==> config.mk <==
export PLATFORM = sky130hd
export DESIGN_NAME = cell_payload_gen
export DESIGN_NICKNAME = d
export VERILOG_FILES = /design/src/rtl/cell_payload_gen.sv
export SDC_FILE = /design/constraint.sdc
export NUM_CORES = 1
export LEC_CHECK = 0
export BUFFER_PORTS_ARGS = -buffer_cell sky130_fd_sc_hd__buf_2
export CELL_PAD_IN_SITES_DETAIL_PLACEMENT = 1
export CELL_PAD_IN_SITES_GLOBAL_PLACEMENT = 2
export CORE_MARGIN = 2
export CORE_UTILIZATION = 40
export CTS_CLUSTER_SIZE = 16
export DETAILED_ROUTE_END_ITERATION = 6
export GPL_ROUTABILITY_DRIVEN = 0
export GPL_TIMING_DRIVEN = 0
export PLACE_DENSITY = 0.74
export RECOVER_POWER = 100
export SYNTH_ARGS = -nofsm -noshare
export SYNTH_HDL_FRONTEND = slang
export SYNTH_SLANG_ARGS = --single-unit
==> constraint.sdc <==
create_clock -name clk -period 4.25 [get_ports clk]
set_clock_uncertainty 0.1 [all_clocks]
set_input_delay 0.85 -clock clk [delete_from_list [all_inputs] [get_ports clk]]
set_output_delay 0.85 -clock clk [all_outputs]
set_load 0.005 [all_outputs]
==> src/rtl/cell_payload_gen.sv <==
module cell_payload_gen #(
  parameter int PAYLOAD_BYTES = 48
) (
  input  logic       clk,
  input  logic       rst_n,
  input  logic       cell_start,
  input  logic [2:0] mode,
  input  logic [1:0] prbs_len,
  input  logic       prbs_inv,
  input  logic [1:0] pat_sel,
  input  logic [7:0] user_byte,
  input  logic       aal1_en,
  input  logic       csi,
  input  logic       ts_tick,
  input  logic       err_add,
  output logic [7:0] pay_data,
  output logic       pay_valid,
  output logic       pay_last
);
  localparam int IW = $clog2(PAYLOAD_BYTES);
  localparam logic [IW-1:0] LAST = IW'(PAYLOAD_BYTES - 1);

  logic          active;
  logic [IW-1:0] idx;
  logic [2:0]    c_mode;
  logic [1:0]    c_len, c_pat;
  logic          c_inv, c_aal, c_csi;
  logic [7:0]    c_user;
  logic [22:0]   lfsr;
  logic [31:0]   ts_cnt, ts_cap;
  logic [2:0]    sc_next, c_sc;
  logic          err_pend;

  function automatic logic [30:0] prbs8(input logic [22:0] s, input logic [1:0] len);
    logic [22:0] t;
    logic [7:0]  b;
    logic        fb;
    t = s;
    b = '0;
    for (int i = 0; i < 8; i++) begin
      case (len)
        2'd0:    fb = t[8] ^ t[4];
        2'd1:    fb = t[14] ^ t[13];
        default: fb = t[22] ^ t[17];
      endcase
      b = {b[6:0], fb};
      t = {t[21:0], fb};
    end
    return {b, t};
  endfunction

  function automatic logic [2:0] crc3(input logic [3:0] d);
    logic [6:0] r;
    r = {d, 3'b000};
    for (int i = 6; i >= 3; i--)
      if (r[i]) r[i-:4] = r[i-:4] ^ 4'b1011;
    return r[2:0];
  endfunction

  wire         is_prbs = (c_mode == 3'd1) || (c_mode == 3'd2);
  wire         hdr     = c_aal && (idx == '0);
  wire         consume = active && is_prbs && !hdr;
  wire [1:0]   eff_len = (c_mode == 3'd2) ? 2'd0 : c_len;
  wire [30:0]  step    = prbs8(lfsr, eff_len);
  wire         inv15   = (c_mode == 3'd1) && (c_len == 2'd1) && c_inv;
  wire [IW-1:0] pos    = idx - IW'(c_aal);
  wire [6:0]   hdr7    = {c_csi, c_sc, crc3({c_csi, c_sc})};
  wire [7:0]   aal_byte = {hdr7, ^hdr7};

  logic [7:0] pat_byte, ts_byte;
  always_comb begin
    case (pos[1:0])
      2'd0:    ts_byte = ts_cap[31:24];
      2'd1:    ts_byte = ts_cap[23:16];
      2'd2:    ts_byte = ts_cap[15:8];
      default: ts_byte = ts_cap[7:0];
    endcase
    case (c_mode)
      3'd0:       pat_byte = (pos < IW'(4)) ? ts_byte : 8'(idx);
      3'd1, 3'd2: pat_byte = step[30:23] ^ {8{inv15}} ^ {7'b0, err_pend};
      3'd3: begin
        case (c_pat)
          2'd0:    pat_byte = c_user;
          2'd1:    pat_byte = idx[0] ? 8'h55 : 8'hAA;
          default: pat_byte = idx[0] ? 8'h00 : 8'hFF;
        endcase
      end
      default:    pat_byte = 8'(idx);
    endcase
  end

  assign pay_valid = active;
  assign pay_last  = active && (idx == LAST);
  assign pay_data  = !active ? 8'h00 : hdr ? aal_byte : pat_byte;

  always_ff @(posedge clk or negedge rst_n) begin
    if (!rst_n) begin
      active   <= 1'b0;
      idx      <= '0;
      c_mode   <= '0;
      c_len    <= '0;
      c_pat    <= '0;
      c_inv    <= 1'b0;
      c_aal    <= 1'b0;
      c_csi    <= 1'b0;
      c_user   <= '0;
      lfsr     <= '1;
      ts_cnt   <= '0;
      ts_cap   <= '0;
      sc_next  <= '0;
      c_sc     <= '0;
      err_pend <= 1'b0;
    end else begin
      if (ts_tick) ts_cnt <= ts_cnt + 32'd1;
      err_pend <= (err_pend && !consume) || err_add;
      if (consume) lfsr <= step[22:0];
      if (cell_start) begin
        active <= 1'b1;
        idx    <= '0;
        c_mode <= mode;
        c_len  <= prbs_len;
        c_pat  <= pat_sel;
        c_inv  <= prbs_inv;
        c_aal  <= aal1_en;
        c_csi  <= csi;
        c_user <= user_byte;
        ts_cap <= ts_cnt;
        if (aal1_en) begin
          c_sc    <= sc_next;
          sc_next <= sc_next + 3'd1;
        end
        if (mode == 3'd2) lfsr <= '1;
      end else if (active) begin
        if (idx == LAST) active <= 1'b0;
        else             idx    <= idx + IW'(1);
      end
    end
  end

  p_start_r2: assert property (@(posedge clk) disable iff (!rst_n)
    cell_start |=> pay_valid && !pay_last);
  p_cell_len_r2: assert property (@(posedge clk) disable iff (!rst_n)
    pay_last && !cell_start |=> !pay_valid);
  p_aal_parity_r10: assert property (@(posedge clk) disable iff (!rst_n)
    pay_valid && c_aal && idx == '0 |-> (^pay_data) == 1'b0);
  p_sc_step_r10: assert property (@(posedge clk) disable iff (!rst_n)
    cell_start && aal1_en |=> c_sc == $past(sc_next));
  p_err_clear_r11: assert property (@(posedge clk) disable iff (!rst_n)
    consume && err_pend && !err_add |=> !err_pend);
endmodule

==> metrics.yaml <==
sta:
  setup_violations: 0
  tightest_slew_ns: 2.26
  finalCritPeriodShare_pct: 92.4
  maxSlewViolCount: 43
  relSlewSlack_pct: -50.7
  tns_ns: 0
  fmax_mhz: 255
  fin_ws_ns: 0.324
  finalHoldViolCount: 0
  holdWs_ns: 0.372
  min_period_ns: 3.93
  rsz0062_at_grt: "false"
critical_path:
  reg2reg_slack_ns: 1.43
  crit_arrival_ns: 2.98
  required_ns: 3.30
  startpoint: "idx[0]"
  start_kind: "register"
  rr_endpoint: "lfsr[15]"
  worstSetupPathType: "register to output port"
  rr_worst_depth: 10
  worst-path-max-fanout: 8
  endpoint_kind: "output port"
  r2r_start: "idx[1]"
die:
  initial_core_util_pct: 40.8
  die_x_um: 128
  die_h_um: 128
  core_area_mm2: 0.0151
  die-area_mm2: 0.0165
  boundaryPins: 33
  core.rowCount: 45
place:
  portBuffers: 31
  post-place-ws_ns: 0.275
  dp_hpwl_mm: 11.8
synth:
  yosys.area.top_type: "dfrtp_1"
  synth_edf_count: 0
  synthArstFlopShare_pct: 100
  synthTopCellsByArea: "dfrtp_1 39%, dfstp_2 9.8%, mux2_2 9.7%, xnor2_1 7.2%, nand2_1 4.7%"
  synth_most_common_cell: "dfrtp_1"
  yosysTopAreaCellShare_pct: 38.9
  synth_nets: 587
  syn_area_per_cell_um2: 11.1
  ys_ff_latch: 119
  ys.flop_type: "dfrtp_1"
  synth_common_cells: "96 x dfrtp_1, 77 x nand2_1, 53 x mux2_2, 51 x xnor2_1, 38 x nand3_1"
  yosysSeqAreaShare_pct: 48.6
  syn-cell-area_mm2: 0.00618
  synthCells: 558
  synth_cell_types: 69
  synth_warnings: 0
detailed_routing:
  avgRoutedWirePerCell_um: 19.6
  dr.pass1.iters: 5
  drt_iter0_drc: 274
  drc_errors: 0
  vias: 4409
  via_per_inst: 5.44
  wl_mm: 15.9
  antenna_left: 0
layout:
  diodes: 0
  final_nets: 639
  multi_input_area_mm2: 0.00298
  drive_gt1_share_pct: 28.6
  area_growth_pct: 15.4
  regArea_mm2: 0.00301
  fillerInstances: 1671
global_route:
  grt_max_degree: 79
  antenna_found_initial: 0
  track_usage_pct: 20.9
  grt_pass1_vias: 4745
  grt_overflow_total: 0
  grt_pass1_wl_mm: 26.0
power:
  leakagePower_nw: 3.16
  vdd.ir_drop.worst_mv: 0.308
  p_per_area_mw_per_mm2: 592
  power_mw: 4.22
job:
  max_cap_violations: 1
hold_path:
  min_to: "sc_next[2]"
  hold-path-cell-count: 1
  min_path_type: "register to register"
  hp-start: "sc_next[2]"
status:
  violations: "capacitance limit, slew limit"
  run_status: "finished with violations"
clocking:
  clkSinkCount: 119
  root_buffer: "clkbuf_16"
  clock_path_buffers: 2
  cts_tree: "yes"
  numCtsBuffers: 17
  htree_num_levels: 4
  worstSkewPairLatency_ns: 0.42
  cts.clk_slew.worst_paths_ns: 0.06
-- kinds of logic after synthesis --
logic type      Yosys count  synth area share (%)
compound gates           70                  8.70
xor+xnor                 74                  10.5
fa+ha+maj                 6                  1.21
buf+inv                  41                  3.24
flops                   119                  48.6
mux                      63                  12.9
simple gates            185                  14.9
-- worst max-delay path by stage --
stage | slack [ns] | cells past startpoint | end
after detailed placement | 0.28 | 9 | pay_data[2]
after floorplan | 0.85 | 8 | pay_data[2]
after CTS | 0.09 | 9 | pay_data[2]
final | 0.32 | 9 | pay_data[2]
after global placement | 0.29 | 9 | pay_data[2]
after global routing | 0.15 | 10 | pay_data[7]
-- layout make-up --
cell class,count,area share [%]
tap,188,3.30
clock buffer,17,5.96
buffer,31,2.21
sequential,119,42.2
timing repair buffer,33,2.30
clock inverter,15,1.79
inverter,10,0.526
multi-input combinational,398,41.7
-- layout by cell type, fill, tap and decap left out, types with 17 or more instances in the layout --
cell type,n
dfrtp_1,95
nand2_1,77
mux2_2,53
xnor2_1,51
nand3_1,38
buf_2,31
clkbuf_1,23
xor2_1,23
dfstp_2,23
nor2_1,19
clkbuf_16,17
-- per-stage QoR --
step,cells,utilization (%),area [um^2]
4_1_cts,810,47.3,7170
3_3_place_gp,777,43.4,6570
3_5_place_dp,778,43.6,6610
6_report,811,47.1,7130
5_1_grt,811,47.1,7130
2_1_floorplan,558,-,6180
-- critical path, stage by stage (launching register included) --
cell      delay, ns
dfrtp_2        0.35
inv_1          0.08
ha_1           0.23
ha_1           0.31
buf_4          0.21
mux4_2         0.56
a311oi_2       0.28
a221oi_2       0.12
a221o_1        0.28
buf_2          0.13
-- state kept, by name, indices dropped and copies added, names as in the netlist, 3 cells and up --
| name | flops |
|---|---|
| idx | 6 |
| ts_cap | 32 |
| sc_next | 3 |
| c_mode | 3 |
| lfsr | 23 |
| ts_cnt | 32 |
| c_sc | 3 |
| c_user | 8 |
-- layer usage --
layer / up-vias / track usage (%) / share of wire [%]
met2: 61 / 34.9 / 51
met3: 11 / 4.45 / 2.9
li1: 2063 / - / -
met4: 0 / 6.08 / 0.90
met5: - / 0 / 0
met1: 2274 / 27.5 / 46
-- report_power, final --
group / switching, mW / total, mW / internal (mW)
Combinational: 0.645 / 1.22 / 0.573
Sequential: 0.220 / 1.65 / 1.43
Clock: 0.548 / 1.35 / 0.803
-- repair_timing --
item / in CTS / in global routing
endpoints found under the setup margin: 2 / 1
hold buffers: 0 / 0
resized for setup: 3 / 0
setup buffers: 0 / 1
pin swaps: 0 / 1
hold endpoints to repair: 0 / 0
Note: power is estimated with default switching activity, not from simulation.
